--- config.mk ---
export PLATFORM = sky130hd
export DESIGN_NAME = tile_matmul_engine
export DESIGN_NICKNAME = d
export VERILOG_FILES = /design/src/rtl/tmm_pkg.sv /design/src/rtl/tmm_operand_regs.sv /design/src/rtl/tmm_mac_tile.sv /design/src/rtl/tmm_ctrl.sv /design/src/rtl/tile_matmul_engine.sv
export SDC_FILE = /design/constraint.sdc
export NUM_CORES = 2
export LEC_CHECK = 0
export BUFFER_PORTS_ARGS = -buffer_cell sky130_fd_sc_hd__buf_2
export CORE_MARGIN = 3
export CORE_UTILIZATION = 45
export DETAILED_ROUTE_END_ITERATION = 12
export PLACE_DENSITY_LB_ADDON = 0.1
export SLEW_MARGIN = 10
export SYNTH_ARGS = -nofsm -noshare
export SYNTH_HDL_FRONTEND = slang
export SYNTH_SLANG_ARGS = --single-unit
--- constraint.sdc ---
create_clock -name clk -period 7.7 [get_ports clk]
set_clock_uncertainty 0.05 [all_clocks]
set_input_delay 1.54 -clock clk [delete_from_list [all_inputs] [get_ports clk]]
set_output_delay 1.54 -clock clk [all_outputs]
set_load 0.01 [all_outputs]
--- src/rtl/tmm_pkg.sv ---
package tmm_pkg;
    localparam int TILE  = 3;
    localparam int LANES = TILE * TILE;
    localparam int SLOTS = 2 * TILE;

    typedef enum logic [2:0] {
        ST_IDLE,
        ST_CLR,
        ST_FETCH,
        ST_MAC,
        ST_WB,
        ST_DONE
    } tmm_state_e;
endpackage

--- src/rtl/tmm_operand_regs.sv ---
module tmm_operand_regs #(
    parameter int DW = 16
) (
    input  logic                  clk,
    input  logic                  rst_n,
    input  logic                  cap_en,
    input  logic [2:0]            cap_slot,
    input  logic                  cap_vld,
    input  logic [DW-1:0]         rd_data,
    output logic [2:0][DW-1:0]    lhs,
    output logic [2:0][DW-1:0]    rhs
);
    typedef struct packed {
        logic [2:0][DW-1:0] l;
        logic [2:0][DW-1:0] r;
    } opnd_s;

    opnd_s s_d, s_q;
    logic [DW-1:0] word;

    always_comb begin
        s_d  = s_q;
        // slices that fall outside the matrix are captured as zero
        word = cap_vld ? rd_data : '0;
        if (cap_en) begin
            case (cap_slot)
                3'd0: s_d.l[0] = word;
                3'd1: s_d.l[1] = word;
                3'd2: s_d.l[2] = word;
                3'd3: s_d.r[0] = word;
                3'd4: s_d.r[1] = word;
                default: s_d.r[2] = word;
            endcase
        end
    end

    always_ff @(posedge clk or negedge rst_n) begin
        if (!rst_n) s_q <= '0;
        else        s_q <= s_d;
    end

    assign lhs = s_q.l;
    assign rhs = s_q.r;
endmodule

--- src/rtl/tmm_mac_tile.sv ---
module tmm_mac_tile #(
    parameter int DW   = 16,
    parameter int ACCW = 37
) (
    input  logic                    clk,
    input  logic                    rst_n,
    input  logic                    clr,
    input  logic                    en,
    input  logic [2:0][DW-1:0]      lhs,
    input  logic [2:0][DW-1:0]      rhs,
    output logic [8:0][ACCW-1:0]    acc
);
    for (genvar i = 0; i < tmm_pkg::TILE; i++) begin : g_row
        for (genvar j = 0; j < tmm_pkg::TILE; j++) begin : g_col
            logic signed [2*DW-1:0] prod;
            logic signed [ACCW-1:0] acc_d, acc_q;

            always_comb begin
                prod  = $signed(lhs[i]) * $signed(rhs[j]);
                acc_d = acc_q;
                if (clr)     acc_d = '0;
                else if (en) acc_d = acc_q + ACCW'(prod);
            end

            always_ff @(posedge clk or negedge rst_n) begin
                if (!rst_n) acc_q <= '0;
                else        acc_q <= acc_d;
            end

            assign acc[i*tmm_pkg::TILE + j] = acc_q;


            acc_clr_chk: assert property (@(posedge clk) disable iff (!rst_n)
                clr |=> (acc_q == '0));
        end
    end
endmodule

--- src/rtl/tmm_ctrl.sv ---
module tmm_ctrl #(
    parameter int AW   = 10,
    parameter int DIMW = 5
) (
    input  logic            clk,
    input  logic            rst_n,
    input  logic            start,
    input  logic [AW-1:0]   a_base,
    input  logic [AW-1:0]   b_base,
    input  logic [AW-1:0]   c_base,
    input  logic [DIMW-1:0] dim_m,
    input  logic [DIMW-1:0] dim_k,
    input  logic [DIMW-1:0] dim_n,
    output logic            busy,
    output logic            done,
    output logic            rd_en,
    output logic [AW-1:0]   rd_addr,
    output logic            wr_en,
    output logic [AW-1:0]   wr_addr,
    output logic [3:0]      wb_sel,
    output logic            cap_en,
    output logic [2:0]      cap_slot,
    output logic            cap_vld,
    output logic            mac_en,
    output logic            acc_clr
);
    import tmm_pkg::*;

    localparam int XW = DIMW + 1;

    typedef struct packed {
        tmm_state_e      st;
        logic [AW-1:0]   ab;
        logic [AW-1:0]   bb;
        logic [AW-1:0]   cb;
        logic [DIMW-1:0] m;
        logic [DIMW-1:0] k;
        logic [DIMW-1:0] n;
        logic [DIMW-1:0] r0;
        logic [DIMW-1:0] c0;
        logic [DIMW-1:0] kk;
        logic [2:0]      fc;
        logic            pv;
        logic [2:0]      ps;
        logic [1:0]      wr;
        logic [1:0]      wc;
    } ctrl_s;

    ctrl_s s_d, s_q;
    logic [XW-1:0] row_x, col_x;
    logic          in_rng;
    logic [AW-1:0] f_addr;

    always_comb begin
        s_d      = s_q;
        rd_en    = 1'b0;
        rd_addr  = '0;
        wr_en    = 1'b0;
        wr_addr  = '0;
        wb_sel   = '0;
        cap_en   = 1'b0;
        cap_slot = s_q.ps;
        cap_vld  = s_q.pv;
        mac_en   = 1'b0;
        acc_clr  = 1'b0;
        row_x    = '0;
        col_x    = '0;
        in_rng   = 1'b0;
        f_addr   = '0;

        case (s_q.st)
            ST_IDLE: begin
                if (start) begin
                    s_d.ab = a_base;
                    s_d.bb = b_base;
                    s_d.cb = c_base;
                    s_d.m  = dim_m;
                    s_d.k  = dim_k;
                    s_d.n  = dim_n;
                    s_d.r0 = '0;
                    s_d.c0 = '0;
                    s_d.st = ST_CLR;
                end
            end
            ST_CLR: begin
                acc_clr = 1'b1;
                s_d.kk  = '0;
                s_d.fc  = '0;
                s_d.st  = ST_FETCH;
            end
            ST_FETCH: begin
                // slots 0..2: left column slice, slots 3..5: right row slice
                if (s_q.fc < 3'd3) begin
                    row_x  = {1'b0, s_q.r0} + XW'(s_q.fc);
                    in_rng = row_x < {1'b0, s_q.m};
                    f_addr = s_q.ab + AW'(row_x) * AW'(s_q.k) + AW'(s_q.kk);
                end else begin
                    col_x  = {1'b0, s_q.c0} + XW'(s_q.fc - 3'd3);
                    in_rng = col_x < {1'b0, s_q.n};
                    f_addr = s_q.bb + AW'(s_q.kk) * AW'(s_q.n) + AW'(col_x);
                end
                if (s_q.fc < 3'd6) begin
                    rd_en   = in_rng;
                    rd_addr = f_addr;
                    s_d.pv  = in_rng;
                    s_d.ps  = s_q.fc;
                end
                // one-cycle read latency: capture the slot issued last cycle
                if (s_q.fc != 3'd0) cap_en = 1'b1;
                if (s_q.fc == 3'd6) s_d.st = ST_MAC;
                else                s_d.fc = s_q.fc + 3'd1;
            end
            ST_MAC: begin
                mac_en = 1'b1;
                if (s_q.kk == s_q.k - DIMW'(1)) begin
                    s_d.wr = '0;
                    s_d.wc = '0;
                    s_d.st = ST_WB;
                end else begin
                    s_d.kk = s_q.kk + DIMW'(1);
                    s_d.fc = '0;
                    s_d.st = ST_FETCH;
                end
            end
            ST_WB: begin
                row_x   = {1'b0, s_q.r0} + XW'(s_q.wr);
                col_x   = {1'b0, s_q.c0} + XW'(s_q.wc);
                wr_en   = (row_x < {1'b0, s_q.m}) && (col_x < {1'b0, s_q.n});
                wr_addr = s_q.cb + AW'(row_x) * AW'(s_q.n) + AW'(col_x);
                wb_sel  = 4'(s_q.wr) * 4'd3 + 4'(s_q.wc);
                if (s_q.wc == 2'd2) begin
                    s_d.wc = '0;
                    if (s_q.wr == 2'd2) begin
                        if (({1'b0, s_q.c0} + XW'(3)) < {1'b0, s_q.n}) begin
                            s_d.c0 = s_q.c0 + DIMW'(3);
                            s_d.st = ST_CLR;
                        end else if (({1'b0, s_q.r0} + XW'(3)) < {1'b0, s_q.m}) begin
                            s_d.r0 = s_q.r0 + DIMW'(3);
                            s_d.c0 = '0;
                            s_d.st = ST_CLR;
                        end else begin
                            s_d.st = ST_DONE;
                        end
                    end else begin
                        s_d.wr = s_q.wr + 2'd1;
                    end
                end else begin
                    s_d.wc = s_q.wc + 2'd1;
                end
            end
            ST_DONE: s_d.st = ST_IDLE;
            default: s_d.st = ST_IDLE;
        endcase
    end

    always_ff @(posedge clk or negedge rst_n) begin
        if (!rst_n) s_q <= '0;
        else        s_q <= s_d;
    end

    assign busy = (s_q.st != ST_IDLE);
    assign done = (s_q.st == ST_DONE);


    done_pulse_chk: assert property (@(posedge clk) disable iff (!rst_n)
        done |=> !done);


    rw_excl_chk: assert property (@(posedge clk) disable iff (!rst_n)
        !(rd_en && wr_en));


    wr_range_chk: assert property (@(posedge clk) disable iff (!rst_n)
        wr_en |-> (wr_addr >= s_q.cb) &&
                  (wr_addr < s_q.cb + AW'(s_q.m) * AW'(s_q.n)));


    start_ignored_chk: assert property (@(posedge clk) disable iff (!rst_n)
        (busy && start) |=> ($stable(s_q.m) && $stable(s_q.k) &&
                             $stable(s_q.n) && $stable(s_q.cb)));
endmodule

--- src/rtl/tile_matmul_engine.sv ---
module tile_matmul_engine #(
    parameter int DW   = 16,
    parameter int AW   = 10,
    parameter int DIMW = 5
) (
    input  logic            clk,
    input  logic            rst_n,
    input  logic            start,
    input  logic [AW-1:0]   a_base,
    input  logic [AW-1:0]   b_base,
    input  logic [AW-1:0]   c_base,
    input  logic [DIMW-1:0] dim_m,
    input  logic [DIMW-1:0] dim_k,
    input  logic [DIMW-1:0] dim_n,
    output logic            busy,
    output logic            done,
    output logic            rd_en,
    output logic [AW-1:0]   rd_addr,
    input  logic [DW-1:0]   rd_data,
    output logic            wr_en,
    output logic [AW-1:0]   wr_addr,
    output logic [DW-1:0]   wr_data
);
    localparam int ACCW = 2 * DW + DIMW;

    logic               cap_en, cap_vld, mac_en, acc_clr;
    logic [2:0]         cap_slot;
    logic [3:0]         wb_sel;
    logic [2:0][DW-1:0] lhs, rhs;
    logic [8:0][ACCW-1:0] acc;

    tmm_ctrl #(.AW(AW), .DIMW(DIMW)) u_ctrl (
        .clk(clk), .rst_n(rst_n), .start(start),
        .a_base(a_base), .b_base(b_base), .c_base(c_base),
        .dim_m(dim_m), .dim_k(dim_k), .dim_n(dim_n),
        .busy(busy), .done(done),
        .rd_en(rd_en), .rd_addr(rd_addr),
        .wr_en(wr_en), .wr_addr(wr_addr), .wb_sel(wb_sel),
        .cap_en(cap_en), .cap_slot(cap_slot), .cap_vld(cap_vld),
        .mac_en(mac_en), .acc_clr(acc_clr)
    );

    tmm_operand_regs #(.DW(DW)) u_opnd (
        .clk(clk), .rst_n(rst_n),
        .cap_en(cap_en), .cap_slot(cap_slot), .cap_vld(cap_vld),
        .rd_data(rd_data), .lhs(lhs), .rhs(rhs)
    );

    tmm_mac_tile #(.DW(DW), .ACCW(ACCW)) u_tile (
        .clk(clk), .rst_n(rst_n),
        .clr(acc_clr), .en(mac_en),
        .lhs(lhs), .rhs(rhs), .acc(acc)
    );

    assign wr_data = acc[wb_sel][DW-1:0];
endmodule

* Yosys cells after proc, flatten, opt, wreduce, memory -nomap -nowiden
Index checks and enable logic that the tools add are counted.
Storage, ports and cells: word-level logic and storage cells 190, memory bits (writable) 0, output and inout port bits 40, memory bits (read-only) 0, memories 0, input port bits 64, register bits 503, bits in latches 0
Operators by class: mux-type cells 57, eq/ne operators 24, $lt $le $gt $ge 9, multipliers 13, bitwise logic cells 1, reduce and logical (&&, ||, !) cells 26, shift-type cells 0, add/sub/neg operators 30, divide/modulo/power cells 0
Operator list (count):
- 37-bit two-way mux | 18
- 37-bit by 32-bit adder with 37-bit output | 9
- 16-bit by 16-bit multiplier with 32-bit output | 9
- 37-bit binary-select mux with 4-bit select | 1
- 10-bit two-way mux | 7
- 58-bit two-way mux | 1
- 6-bit by 5-bit < comparator with 1-bit output | 6
- 16-bit two-way mux | 2
- 10-bit adder | 3
- 3-bit two-way mux | 7
- 10-bit by 6-bit adder with 10-bit output | 2
- 6-bit by 5-bit multiplier with 10-bit output | 2
- 10-bit one-hot mux with 2 select lines | 1
- 2-bit AND reduction | 10
- 3-bit one-hot mux with 5 select lines | 1
- 5-bit by 2-bit adder with 6-bit output | 2
- 5-bit by 2-bit adder with 6-bit output, second input constant | 2
- 3-bit by 2-bit equality test with 1-bit output, second input constant | 4
- 3-bit equality test, second input constant | 4
- 10-bit by 5-bit adder with 10-bit output | 1
- 5-bit by 2-bit adder with 5-bit output, second input constant | 2
- 5-bit by 5-bit multiplier with 10-bit output | 1
- 5-bit two-way mux | 2
- 2-bit by 1-bit inequality test with 1-bit output, second input constant | 5
- 34 further kinds | 58

* Logic depth before layout (Yosys ltp)
depth after elaboration 7, gate-level depth with buffers 25, gate-level depth less buffers 25

* Modules after synthesis
Synthesis repeated with hierarchy kept, for this count alone.
Second synthesis, totals: cells, all modules 13917, area total of the unflattened synthesis 131741.4 um^2
Modules (own cells, without submodules):
- tmm_mac_tile | area an instance 118148.3 um^2, instances 1, cells an instance 12643, sequential area each 8333.0 um^2
- tmm_ctrl | area an instance 8494.4 um^2, instances 1, cells an instance 918, sequential area each 1851.8 um^2
- tmm_operand_regs | area an instance 3794.9 um^2, instances 1, cells an instance 226, sequential area each 2402.3 um^2
- tile_matmul_engine | area an instance 1303.8 um^2, instances 1, cells an instance 130, sequential area each 0.0 um^2

* Worst setup path before layout
No wires, ideal clock.
path type register to output, start register u_ctrl.s_q[9] (netlist bit), end output port rd_addr[9], data required time 6.110 ns, path slack 0.791 ns, arrival time 5.319 ns, buffers on the path 0, stages on the path, launching flop included 26, cells stage by stage dfrtp_1 > ha_1 > inv_1 > ha_1 > inv_1 > ha_1 > a21oi_1 > nor2_1 > nor2_1 > xnor2_1 > inv_1 > fa_1 > fa_1 > inv_1 > fa_1 > inv_1 > fa_1 > inv_1 > ha_1 > inv_1 > o21bai_1 > a21o_1 > a21o_1 > a31oi_1 > xnor2_1 > a211oi_1
On the way: cells in the longest elaborated chain, start to end 7, elaborated cells on any way between the ends 12, those cells by class add/sub (6); mul (1); order compare (2); mux (3)
RTL lines:
- start, declared | RTL line tmm_ctrl.sv:49 | ctrl_s s_d, s_q;
- start signal, assigned | RTL line tmm_ctrl.sv:157 | if (!rst_n) s_q <= '0;
- start signal, assigned | RTL line tmm_ctrl.sv:158 | else s_q <= s_d;
- 5-bit by 3-bit adder with 6-bit output | RTL line tmm_ctrl.sv:94 | row_x = {1'b0, s_q.r0} + XW'(s_q.fc);
- 6-bit by 5-bit multiplier with 10-bit output | RTL line tmm_ctrl.sv:96 | f_addr = s_q.ab + AW'(row_x) * AW'(s_q.k) + AW'(s_q.kk);
- 10-bit adder | RTL line tmm_ctrl.sv:96
- 10-bit by 5-bit adder with 10-bit output | RTL line tmm_ctrl.sv:96
- 10-bit two-way mux | RTL line tmm_ctrl.sv:93 | if (s_q.fc < 3'd3) begin
- 10-bit two-way mux * | RTL line tmm_ctrl.sv:102 | if (s_q.fc < 3'd6) begin
- 10-bit two-way mux * | RTL line tmm_ctrl.sv:71 | case (s_q.st)
- end, declared | RTL line tile_matmul_engine.sv:18 | output logic [AW-1:0] rd_addr,
Mark *: on every way between the ends. The rest lies on a longest branch, timed or not.

* Final worst setup path
start register u_ctrl.s_q[8] (netlist bit), end output port rd_addr[9]
The elaborated chain is that of the path after synthesis.

==> impl_metrics.ini <==
[timing]
timing.final.crit_share_pct = 98.2
grt_setup_unrepaired = yes
final-setup-viol-count = 0
fin_crit_ns = 7.56
max_slew_margin_pct = 18.1
worstMarginPinSlew_ns = 1.22
fmax_mhz = 132
report.final.slew_viol_count = 0
timing.final.hold_violations = 0
setup_tns_ns = 0

[critical_path]
critPathMostFrequentCell = inv_1
start_kind = flop
crit_required_ns = 6.11
critical_path_arrival_ns = 5.97
end_kind = primary output
crit_fanout = 4
crit_type = reg -> out
crit_slowest_cell = fa_1
slowest_delay_ns = 0.51

[floorplanning]
die_w_um = 374
pin_count = 104
die_h_um = 374
fp-row-count = 134
fp.dieArea_mm2 = 0.140
fp.coreArea_mm2 = 0.134
start_util_pct = 45.4

[clock_network]
cts_buffers = 45
cts_root_buffer = clkbuf_16
holdBufCountCts = 0
cts_tree = done
path_clk_slew_ns = 0.06
h-tree-depth = 2
cts.sinks = 314
clk_latency_ns = 0.65
cts_buffer_depth = 3

[yosys]
yosysTopAreaCellShare_pct = 30.0
yosysMostFrequentCell = inv_1
synth-edff-count = 0
syn-instance-count = 7118
synth_area_leaders = fa_1, ha_1, dfrtp_1, inv_1, and2_1
ys_seq_area_share_pct = 12.9
yosys.cell_types.count = 64
async_flop_share_pct = 100
syn-num-nets = 8802
syn_area_mm2 = 0.0609
synth_common_cells = inv_1, nand2_1, fa_1
syn_area_per_cell_um2 = 8.55
ys_warn_count = 0
synth-seq-cells = 314
synthFlopType = dfrtp_1
yosysTopAreaCell = fa_1

[global_route]
grt_usage_pct = 27.1
antenna_found_initial = 3
grt_overflow = 0
grt_max_degree = 141
grt_pass1_vias = 49024
grt_pass1_wl_mm = 293

[layout]
area_growth_pct = 7.13
finalNetCount = 8730
fillCellCount = 13251
drive_above_1_share_pct = 6.76

[placed_design]
port_buffers = 103
gp_congestion = 0.884
post-dp-hpwl_mm = 144

[drt]
first_pass_iters = 6
drc_errors = 0
antenna_left = 0
drt_first_iter_violations = 2628
viasPerCell = 5.14
wl_per_cell_um = 20.8
wl_mm = 184
via_count = 45511

[flow_run]
cap_viol_max_count = 0

[min_path]
hold_class = reg -> reg

[run_status]
status = complete, no violations
-- final cells by class --
class / count / area (µm²) / area share (%)
diodes: 1 / 2.50 / 0.00384
clock buffers: 62 / 1320 / 2.03
clock inverters: 20 / 299 / 0.459
inverters: 1645 / 6180 / 9.47
multi-input cells: 4791 / 45600 / 69.9
flip-flops and latches: 314 / 7890 / 12.1
well taps: 1768 / 2210 / 3.39
repair buffers: 249 / 1700 / 2.61
-- registers in the layout (all words and copies together), names as in the netlist --
signal / count
u_tile.g_row.g_col.acc_q: 144
u_opnd.lhs: 48
u_ctrl.s_q: 70
u_ctrl.cap_slot: 3
u_opnd.rhs: 48
u_ctrl.cap_vld: 1
-- worst paths after layout --
kind                                       startpoint                                             end  slack [ns]  cells past startpoint
max                         u_ctrl.s_q[8]$_DFFE_PN0P_                                      rd_addr[9]        0.14                     25
max reg2reg                u_opnd.rhs[38]$_DFFE_PN0P_  u_tile.g_row[0].g_col[2].acc_q[15]$_DFFE_PN0P_        1.32                     18
min in group asynchronous                       rst_n   u_tile.g_row[2].g_col[1].acc_q[2]$_DFFE_PN0P_        0.75                      1
max in group asynchronous                       rst_n                      u_ctrl.s_q[22]$_DFFE_PN0P_        5.55                      2
min                        u_ctrl.s_q[62]$_DFFE_PN0P_                      u_ctrl.s_q[62]$_DFFE_PN0P_        0.44                      2
min reg2reg                u_ctrl.s_q[62]$_DFFE_PN0P_                      u_ctrl.s_q[62]$_DFFE_PN0P_        0.44                      2
-- worst max-delay path, delay by kind of cell (launching register included) --
kind / cells / cell delay, ns
compound gates: 7 / 1.24
fa+ha+maj: 8 / 2.81
flops: 1 / 0.42
buf+inv: 8 / 0.60
xor+xnor: 2 / 0.25
-- timing repair --
action / CTS / global route
pin swaps: 4 / 33
cloned: 0 / 0
setup buffers: 6 / 9
resized for setup: 16 / 36
endpoints found under the setup margin: 5 / 6
-- metal layers --
layer	routed length, µm	share of wire, %	GRT usage (%)	vias up
met1	80100	44	35.8	23189
met3	8230	4.5	2.90	274
met4	6820	3.7	8.71	0
li1	-	-	-	21037
met5	0	0	0	-
met2	88900	48	46.7	1011
-- logic make-up after synthesis --
family	after synthesis	synth area share [%]
DFF	314	12.9
muxes	51	0.939
and+or+nand+nor	2039	16.3
buffers and inverters	2013	12.6
adders and majority gates	1620	44.5
xor gates and xnor gates	447	6.43
AOI/OAI and AO/OA	634	6.31
-- stage by stage --
step | utilization [%] | instance area, µm² | worst slack [ns] | hold WS [ns] | std cells
after global routing | 48.7 | 65200 | -0.0774 | 0.462 | 8849
final | 48.7 | 65200 | 0.137 | 0.439 | 8850
after detailed placement | 47.2 | 63200 | 0.386 | 0.424 | 8752
after global placement | 47.2 | 63200 | 0.440 | 0.420 | 8752
after floorplan | - | 60900 | 0.791 | 0.402 | 7118
after CTS | 48.5 | 65000 | 0.00195 | 0.439 | 8840
-- layout by cell type, fill, tap and decap left out, types with 11 or more instances in the layout --
| cell type | n |
|---|---|
| inv_1 | 1636 |
| nand2_1 | 1015 |
| fa_1 | 908 |
| and2_1 | 727 |
| ha_1 | 699 |
| xnor2_1 | 346 |
| dfrtp_1 | 292 |
| o21ai_0 | 257 |
| buf_4 | 139 |
| buf_2 | 102 |
| nor2_1 | 95 |
| xor2_1 | 94 |
| a21oi_1 | 80 |
| nand3_1 | 74 |
| o21ai_1 | 66 |
| mux2_2 | 49 |
| clkbuf_16 | 46 |
| a21o_1 | 35 |
| o21bai_1 | 33 |
| nor2b_1 | 33 |
| nand2b_1 | 26 |
| a31oi_1 | 24 |
| o21a_1 | 24 |
| nor3_1 | 22 |
| dfrtp_2 | 22 |
| o31ai_1 | 20 |
| a221oi_1 | 16 |
| a22oi_1 | 16 |
| a21oi_2 | 13 |
| a211oi_1 | 11 |
| clkbuf_8 | 11 |
Power is not shown: default switching activity piles up to over one toggle a cycle in this logic, so the estimate is an artifact.
